## src/rtl/irq_pkg.sv

```systemverilog
package irq_pkg;
    localparam int NSRC        = 3;
    localparam int SRC_EXT     = 2;
    localparam int SRC_TMR     = 1;
    localparam int SRC_CHG     = 0;
    localparam int CTL_GIE     = 7;
    localparam int CTL_EN_LSB  = 4;
    localparam int CTL_FLG_LSB = 0;

    typedef enum logic [1:0] {
        ST_RUN,
        ST_PENDING,
        ST_SERVICE
    } seq_state_t;
endpackage

```

## src/rtl/irq_change_det.sv

```systemverilog
module irq_change_det #(
    parameter int NIB_W = 4
) (
    input  logic             clk,
    input  logic             rst_n,
    input  logic             ext_pin,
    input  logic [NIB_W-1:0] port_nib,
    input  logic             port_rd,
    output logic             ext_evt,
    output logic             chg_evt
);
    logic             ext_q;
    logic [NIB_W-1:0] ref_q;
    logic [NIB_W-1:0] diff;

    always_ff @(posedge clk or negedge rst_n) begin
        if (!rst_n) begin
            ext_q <= 1'b0;
            ref_q <= '0;
        end else begin
            ext_q <= ext_pin;
            if (port_rd) ref_q <= port_nib;
        end
    end

    generate
        for (genvar i = 0; i < NIB_W; i++) begin : g_bit
            assign diff[i] = port_nib[i] ^ ref_q[i];
        end
    endgenerate

    assign ext_evt = ext_pin & ~ext_q;
    assign chg_evt = |diff;
endmodule

```

## src/rtl/irq_flag_reg.sv

```systemverilog
module irq_flag_reg
    import irq_pkg::*;
#(
    parameter int DATA_W = 8
) (
    input  logic              clk,
    input  logic              rst_n,
    input  logic              sw_we,
    input  logic [DATA_W-1:0] sw_wdata,
    input  logic [NSRC-1:0]   evt,
    input  logic              clr_gie,
    input  logic              set_gie,
    output logic [NSRC-1:0]   flg,
    output logic [NSRC-1:0]   en,
    output logic              gie,
    output logic [DATA_W-1:0] rdata
);
    generate
        for (genvar i = 0; i < NSRC; i++) begin : g_src
            always_ff @(posedge clk or negedge rst_n) begin
                if (!rst_n) begin
                    flg[i] <= 1'b0;
                    en[i]  <= 1'b0;
                end else begin
                    if (sw_we) en[i] <= sw_wdata[CTL_EN_LSB + i];
                    if (evt[i])     flg[i] <= 1'b1;
                    else if (sw_we) flg[i] <= sw_wdata[CTL_FLG_LSB + i];
                end
            end
        end
    endgenerate

    always_ff @(posedge clk or negedge rst_n) begin
        if (!rst_n)       gie <= 1'b0;
        else if (clr_gie) gie <= 1'b0;
        else if (set_gie) gie <= 1'b1;
        else if (sw_we)   gie <= sw_wdata[CTL_GIE];
    end

    always_comb begin
        rdata = '0;
        rdata[CTL_GIE] = gie;
        rdata[CTL_EN_LSB +: NSRC]  = en;
        rdata[CTL_FLG_LSB +: NSRC] = flg;
    end


    gie_clear_chk: assert property (@(posedge clk) disable iff (!rst_n)
        clr_gie |=> !gie);

    gie_set_chk: assert property (@(posedge clk) disable iff (!rst_n)
        (set_gie && !clr_gie) |=> gie);

    flag_sticky_chk: assert property (@(posedge clk) disable iff (!rst_n)
        !sw_we |=> ((flg & $past(flg)) == $past(flg)));
endmodule

```

## src/rtl/irq_seq_fsm.sv

```systemverilog
module irq_seq_fsm
    import irq_pkg::*;
(
    input  logic clk,
    input  logic rst_n,
    input  logic gie,
    input  logic pend,
    input  logic ack,
    input  logic reti,
    output logic irq_req,
    output logic push_req,
    output logic clr_gie,
    output logic set_gie
);
    seq_state_t state, state_nx;

    always_comb begin
        state_nx = state;
        unique case (state)
            ST_RUN:     if (gie && pend) state_nx = ST_PENDING;
            ST_PENDING: if (ack) state_nx = ST_SERVICE;
                        else if (!(gie && pend)) state_nx = ST_RUN;
            ST_SERVICE: if (reti) state_nx = ST_RUN;
            default:    state_nx = ST_RUN;
        endcase
    end

    always_ff @(posedge clk or negedge rst_n) begin
        if (!rst_n) begin
            state    <= ST_RUN;
            push_req <= 1'b0;
        end else begin
            state    <= state_nx;
            push_req <= (state == ST_PENDING) && ack;
        end
    end

    always_comb begin
        irq_req = (state == ST_PENDING);
        clr_gie = (state == ST_PENDING) && ack;
        set_gie = (state == ST_SERVICE) && reti;
    end


    push_pulse_chk: assert property (@(posedge clk) disable iff (!rst_n)
        push_req |=> !push_req);

    req_gated_chk: assert property (@(posedge clk) disable iff (!rst_n)
        $rose(irq_req) |-> $past(gie && pend));
endmodule

```

## src/rtl/irq_ctrl.sv

```systemverilog
module irq_ctrl
    import irq_pkg::*;
#(
    parameter int                DATA_W   = 8,
    parameter int                NIB_W    = 4,
    parameter int                ADDR_W   = 16,
    parameter logic [ADDR_W-1:0] VEC_ADDR = 16'h0004
) (
    input  logic              clk,
    input  logic              rst_n,
    input  logic              ext_pin,
    input  logic              tmr_ovf,
    input  logic [NIB_W-1:0]  port_nib,
    input  logic              port_rd,
    input  logic              ctl_we,
    input  logic [DATA_W-1:0] ctl_wdata,
    output logic [DATA_W-1:0] ctl_rdata,
    input  logic              ack,
    input  logic              reti,
    input  logic              asleep,
    output logic              irq_req,
    output logic [ADDR_W-1:0] vec_addr,
    output logic              push_req,
    output logic              wake
);
    logic            ext_evt, chg_evt;
    logic [NSRC-1:0] evt, flg, en;
    logic            gie, clr_gie, set_gie, pend;

    irq_change_det #(.NIB_W(NIB_W)) u_det (
        .clk(clk), .rst_n(rst_n), .ext_pin(ext_pin), .port_nib(port_nib),
        .port_rd(port_rd), .ext_evt(ext_evt), .chg_evt(chg_evt)
    );

    always_comb begin
        evt = '0;
        evt[SRC_EXT] = ext_evt;
        evt[SRC_TMR] = tmr_ovf;
        evt[SRC_CHG] = chg_evt;
    end

    irq_flag_reg #(.DATA_W(DATA_W)) u_regs (
        .clk(clk), .rst_n(rst_n), .sw_we(ctl_we), .sw_wdata(ctl_wdata),
        .evt(evt), .clr_gie(clr_gie), .set_gie(set_gie),
        .flg(flg), .en(en), .gie(gie), .rdata(ctl_rdata)
    );

    assign pend = |(flg & en);

    irq_seq_fsm u_seq (
        .clk(clk), .rst_n(rst_n), .gie(gie), .pend(pend), .ack(ack),
        .reti(reti), .irq_req(irq_req), .push_req(push_req),
        .clr_gie(clr_gie), .set_gie(set_gie)
    );

    assign vec_addr = VEC_ADDR;
    assign wake     = asleep & pend;


    wake_src_chk: assert property (@(posedge clk) disable iff (!rst_n)
        wake |-> (ctl_rdata[CTL_EN_LSB +: NSRC] & ctl_rdata[CTL_FLG_LSB +: NSRC]) != '0);
endmodule

```

## config.mk

```make
export PLATFORM = sky130hd
export DESIGN_NAME = irq_ctrl
export DESIGN_NICKNAME = d
export VERILOG_FILES = /design/src/rtl/irq_pkg.sv /design/src/rtl/irq_change_det.sv /design/src/rtl/irq_flag_reg.sv /design/src/rtl/irq_seq_fsm.sv /design/src/rtl/irq_ctrl.sv
export SDC_FILE = /design/constraint.sdc
export NUM_CORES = 1
export LEC_CHECK = 0
export ABC_AREA = 1
export BUFFER_PORTS_ARGS = -buffer_cell sky130_fd_sc_hd__buf_2
export CORE_UTILIZATION = 30
export DETAILED_ROUTE_END_ITERATION = 10
export GPL_TIMING_DRIVEN = 1
export PLACE_DENSITY = 0.68
export SLEW_MARGIN = 0
export SYNTH_ARGS = -nofsm -noshare
export SYNTH_HDL_FRONTEND = slang
export SYNTH_HIERARCHICAL = 1
export SYNTH_SLANG_ARGS = --single-unit
```

## constraint.sdc

```tcl
create_clock -name clk -period 0.81 [get_ports clk]
set_input_delay 0.162 -clock clk [delete_from_list [all_inputs] [get_ports clk]]
set_output_delay 0.162 -clock clk [all_outputs]
set_load 0.005 [all_outputs]
```

==> run_results.csv <==
group,metric,value,unit
finish,seq_area,375.4,sq um
sta,rsz0062_at_grt,"yes",
global_routing,gr-total-overflow,0,
clocking,clockBufferDepth,2,
logic_synthesis,synth.most_common_cell,"nand2_1",
placed_design,gp_congestion,0.7138,
hold_path,hold_class,"in2reg",
routing,drt.antenna.violating_nets,0,
worst_setup_path,cp.required,0.65,ns
routing,drtIter0Drc,27,
sta,period_minus_slack,1.213,ns
global_routing,grt_start_max_net_pins,16,
logic_synthesis,async_flop_share,100.0,%
worst_setup_path,cp-end-kind,"primary output",
clocking,ctsHtreeMaxLevel,1,
floorplanning,core,2829,sq um
worst_setup_path,critPathLaunchType,"register",
finish,areaGrowthSynthToFinish,27.16,%
flow_run,maxCapViolCount,0,
clocking,cts_buffers,3,
placed_design,port_buffers,29,
routing,routedWlPerCell,8.217,um
worst_setup_path,max_stage_delay,0.41,ns
clocking,insertion_delay,0.29,ns
sta,finalSetupTns,-3.135,ns
global_routing,grt_pass1_wl,2525,um
floorplanning,start_util,32.24,%
worst_setup_path,rr_startpoint,"u_regs/flg[2]$_DFFE_PN0P_",
routing,viasPerCell,3.852,
sta,min_period_over_period,149.7,%
worst_setup_path,path_max_fanout,2,
logic_synthesis,ys_seq_elements,15,
run_status,status,"complete, but fails checks",
logic_synthesis,syn_area,912.1,sq um
pwr,peakVddDrop,0.0006282,V
floorplanning,die_area,3265,sq um
logic_synthesis,synth_cell_types,15,
logic_synthesis,yosys.area.top_type,"dfrtp_1",
routing,first_pass_iters,7,
finish,final_core_util,41.00,%
clocking,clk_pin_slew_worst_paths,0.10,ns
worst_setup_path,worst-setup-path-type,"reg2out",
finish,multiInputGateArea,325.3,sq um
sta,hold_slack,0.07344,ns
routing,drt-total-wl,1553,um
finish,insertedDiodeCount,0,
worst_setup_path,crit_chain,"nand2_2 > nand3_2 > nand2_1 > inv_1 > buf_2",
worst_setup_path,rrSetupSlack,-0.18,ns
worst_setup_path,crit_buf_inv,2,
routing,drc,4,
sta,setup_viol,13,
finish,nFillCells,298,
sta,worst_slack,-0.4028,ns
floorplanning,die_y,57.14,um
floorplanning,die_w,57.14,um
clocking,cts.sinks,15,
logic_synthesis,syn-instance-count,121,
logic_synthesis,synth_edf_count,0,
worst_setup_path,cp_slowest_cell,"dfrtp_1",
sta,hold_violations,0,
finish,drive_gt1_share,36.08,%
logic_synthesis,synth_warnings,6,
clocking,cts_tree,"done",
floorplanning,io_pins,48,
clocking,root_buffer,"clkbuf_4",
worst_setup_path,startpoint,"u_regs/flg[2]$_DFFE_PN0P_",
global_routing,grt_antenna_before_repair,0,
logic_synthesis,ys.flop_type,"dfrtp_1",
logic_synthesis,syn_area_per_cell,7.538,sq um
run_status,violations,"DRC, setup timing",
logic_synthesis,synthTopCellsByCount,"nand2_1, buf_4, inv_1",
hold_path,min_from,"tmr_ovf",
global_routing,grt_pass1_vias,618,
placed_design,dpl.hpwl,1156,um
logic_synthesis,netlist.area_leader.share,41.15,%
pwr,p_leak,0.6980,nW
sta,fmax,0.8245,GHz
routing,dr_total_vias,728,
finish,nNetsFinal,180,
logic_synthesis,yosysSeqAreaShare,41.15,%
global_routing,grt_use_total,10.15,%
sta,finClkSkew,0.006328,ns
sta,slew_violations,0,
worst_setup_path,cp.arrival,1.05,ns
worst_setup_path,crit_family,"flip-flops",
pwr,powerDensity,1710,nW/um^2
floorplanning,row_count,19,
logic_synthesis,synth.area.top_cells,"dfrtp_1, buf_4, nand2_1",
area by class of cell:
type / instances / area share (%)
sequential: 15 / 32.36
multi-input combinational: 72 / 28.05
timing repair buffer: 44 / 26.21
inverter: 23 / 7.659
tap: 31 / 3.344
clock buffer: 3 / 1.942
clock inverter: 1 / 0.4315
metrics by stage:
stage / total power, W / cell area, sq um / setup slack [ns] / cells
after floorplan: 0.001266 / 964.7 / -0.05167 / 135
after global placement: 0.001376 / 1010 / -0.1081 / 177
after detailed placement: 0.001384 / 1010 / -0.1219 / 177
after CTS: 0.001935 / 1109 / -0.4224 / 188
after global routing: 0.002154 / 1160 / -0.4955 / 189
final: 0.001984 / 1160 / -0.4028 / 189
state kept, by name, indices dropped and copies added, names as in the netlist:
register / count
u_seq/push_req: 1
u_det/ref_q: 4
u_regs/flg: 3
u_regs/gie: 1
u_regs/en: 3
u_det/ext_q: 1
u_seq/state: 2
power breakdown:
group          switching (W)  internal, W
logic               0.000310     0.000345
clock network       0.000252     0.000183
registers          0.0000519     0.000841
total               0.000615      0.00137
layer usage:
metal	track usage (%)	part of all wire [%]	vias to the layer above
li1	-	-	389
met1	12.68	45	311
met2	16.30	47	28
met3	5.215	8.2	0
met4	1.045	0	0
met5	0	0	-
worst reg2reg max path: stages (launching register included):
cell and delay (ns):
dfrtp_1 0.41, nand2_2 0.08, nand3_2 0.08, buf_4 0.14
buf_6 0.10, nand3_2 0.06, nor2_2 0.03
path summary, 6_finish.rpt:
kind / end / cells after the start
max: wake / 5
min: u_regs/flg[1]$_DFFE_PN0P_ / 3
max reg2reg: u_seq/state[0]$_DFFE_PN0P_ / 6
min reg2reg: u_det/ref_q[2]$_DFFE_PN0P_ / 2
max in group asynchronous: u_det/ref_q[3]$_DFFE_PN0P_ / 2
min in group asynchronous: u_regs/en[1]$_DFFE_PN0P_ / 2
placed cells by master, fill, tap and decap left out, drive strengths merged:
master / instances
nand2: 29
dfrtp: 15
a21oi: 3
o21ai: 10
buf: 42
nand3: 4
clkinv: 1
clkbuf: 3
conb: 17
dlygate4sd3: 2
nor2: 9
inv: 23
what timing repair did:
item	in CTS	in global routing
endpoints found under the hold margin	16	0
buffers inserted	5	4
gates cloned	0	0
gates resized for setup	4	14
hold buffers	2	0
endpoints found under the setup margin	13	16
pin swaps	1	7
cell families (layout without fill, tap and decap cells):
family | after synthesis | in the layout | share of synthesized area [%]
buf+inv | 48 | 71 | 30.45
simple gates | 42 | 42 | 20.03
flops | 15 | 15 | 41.15
compound gates | 13 | 13 | 7.132
other cells | 3 | 17 | 1.234
Power figures use the tool's default switching activity.
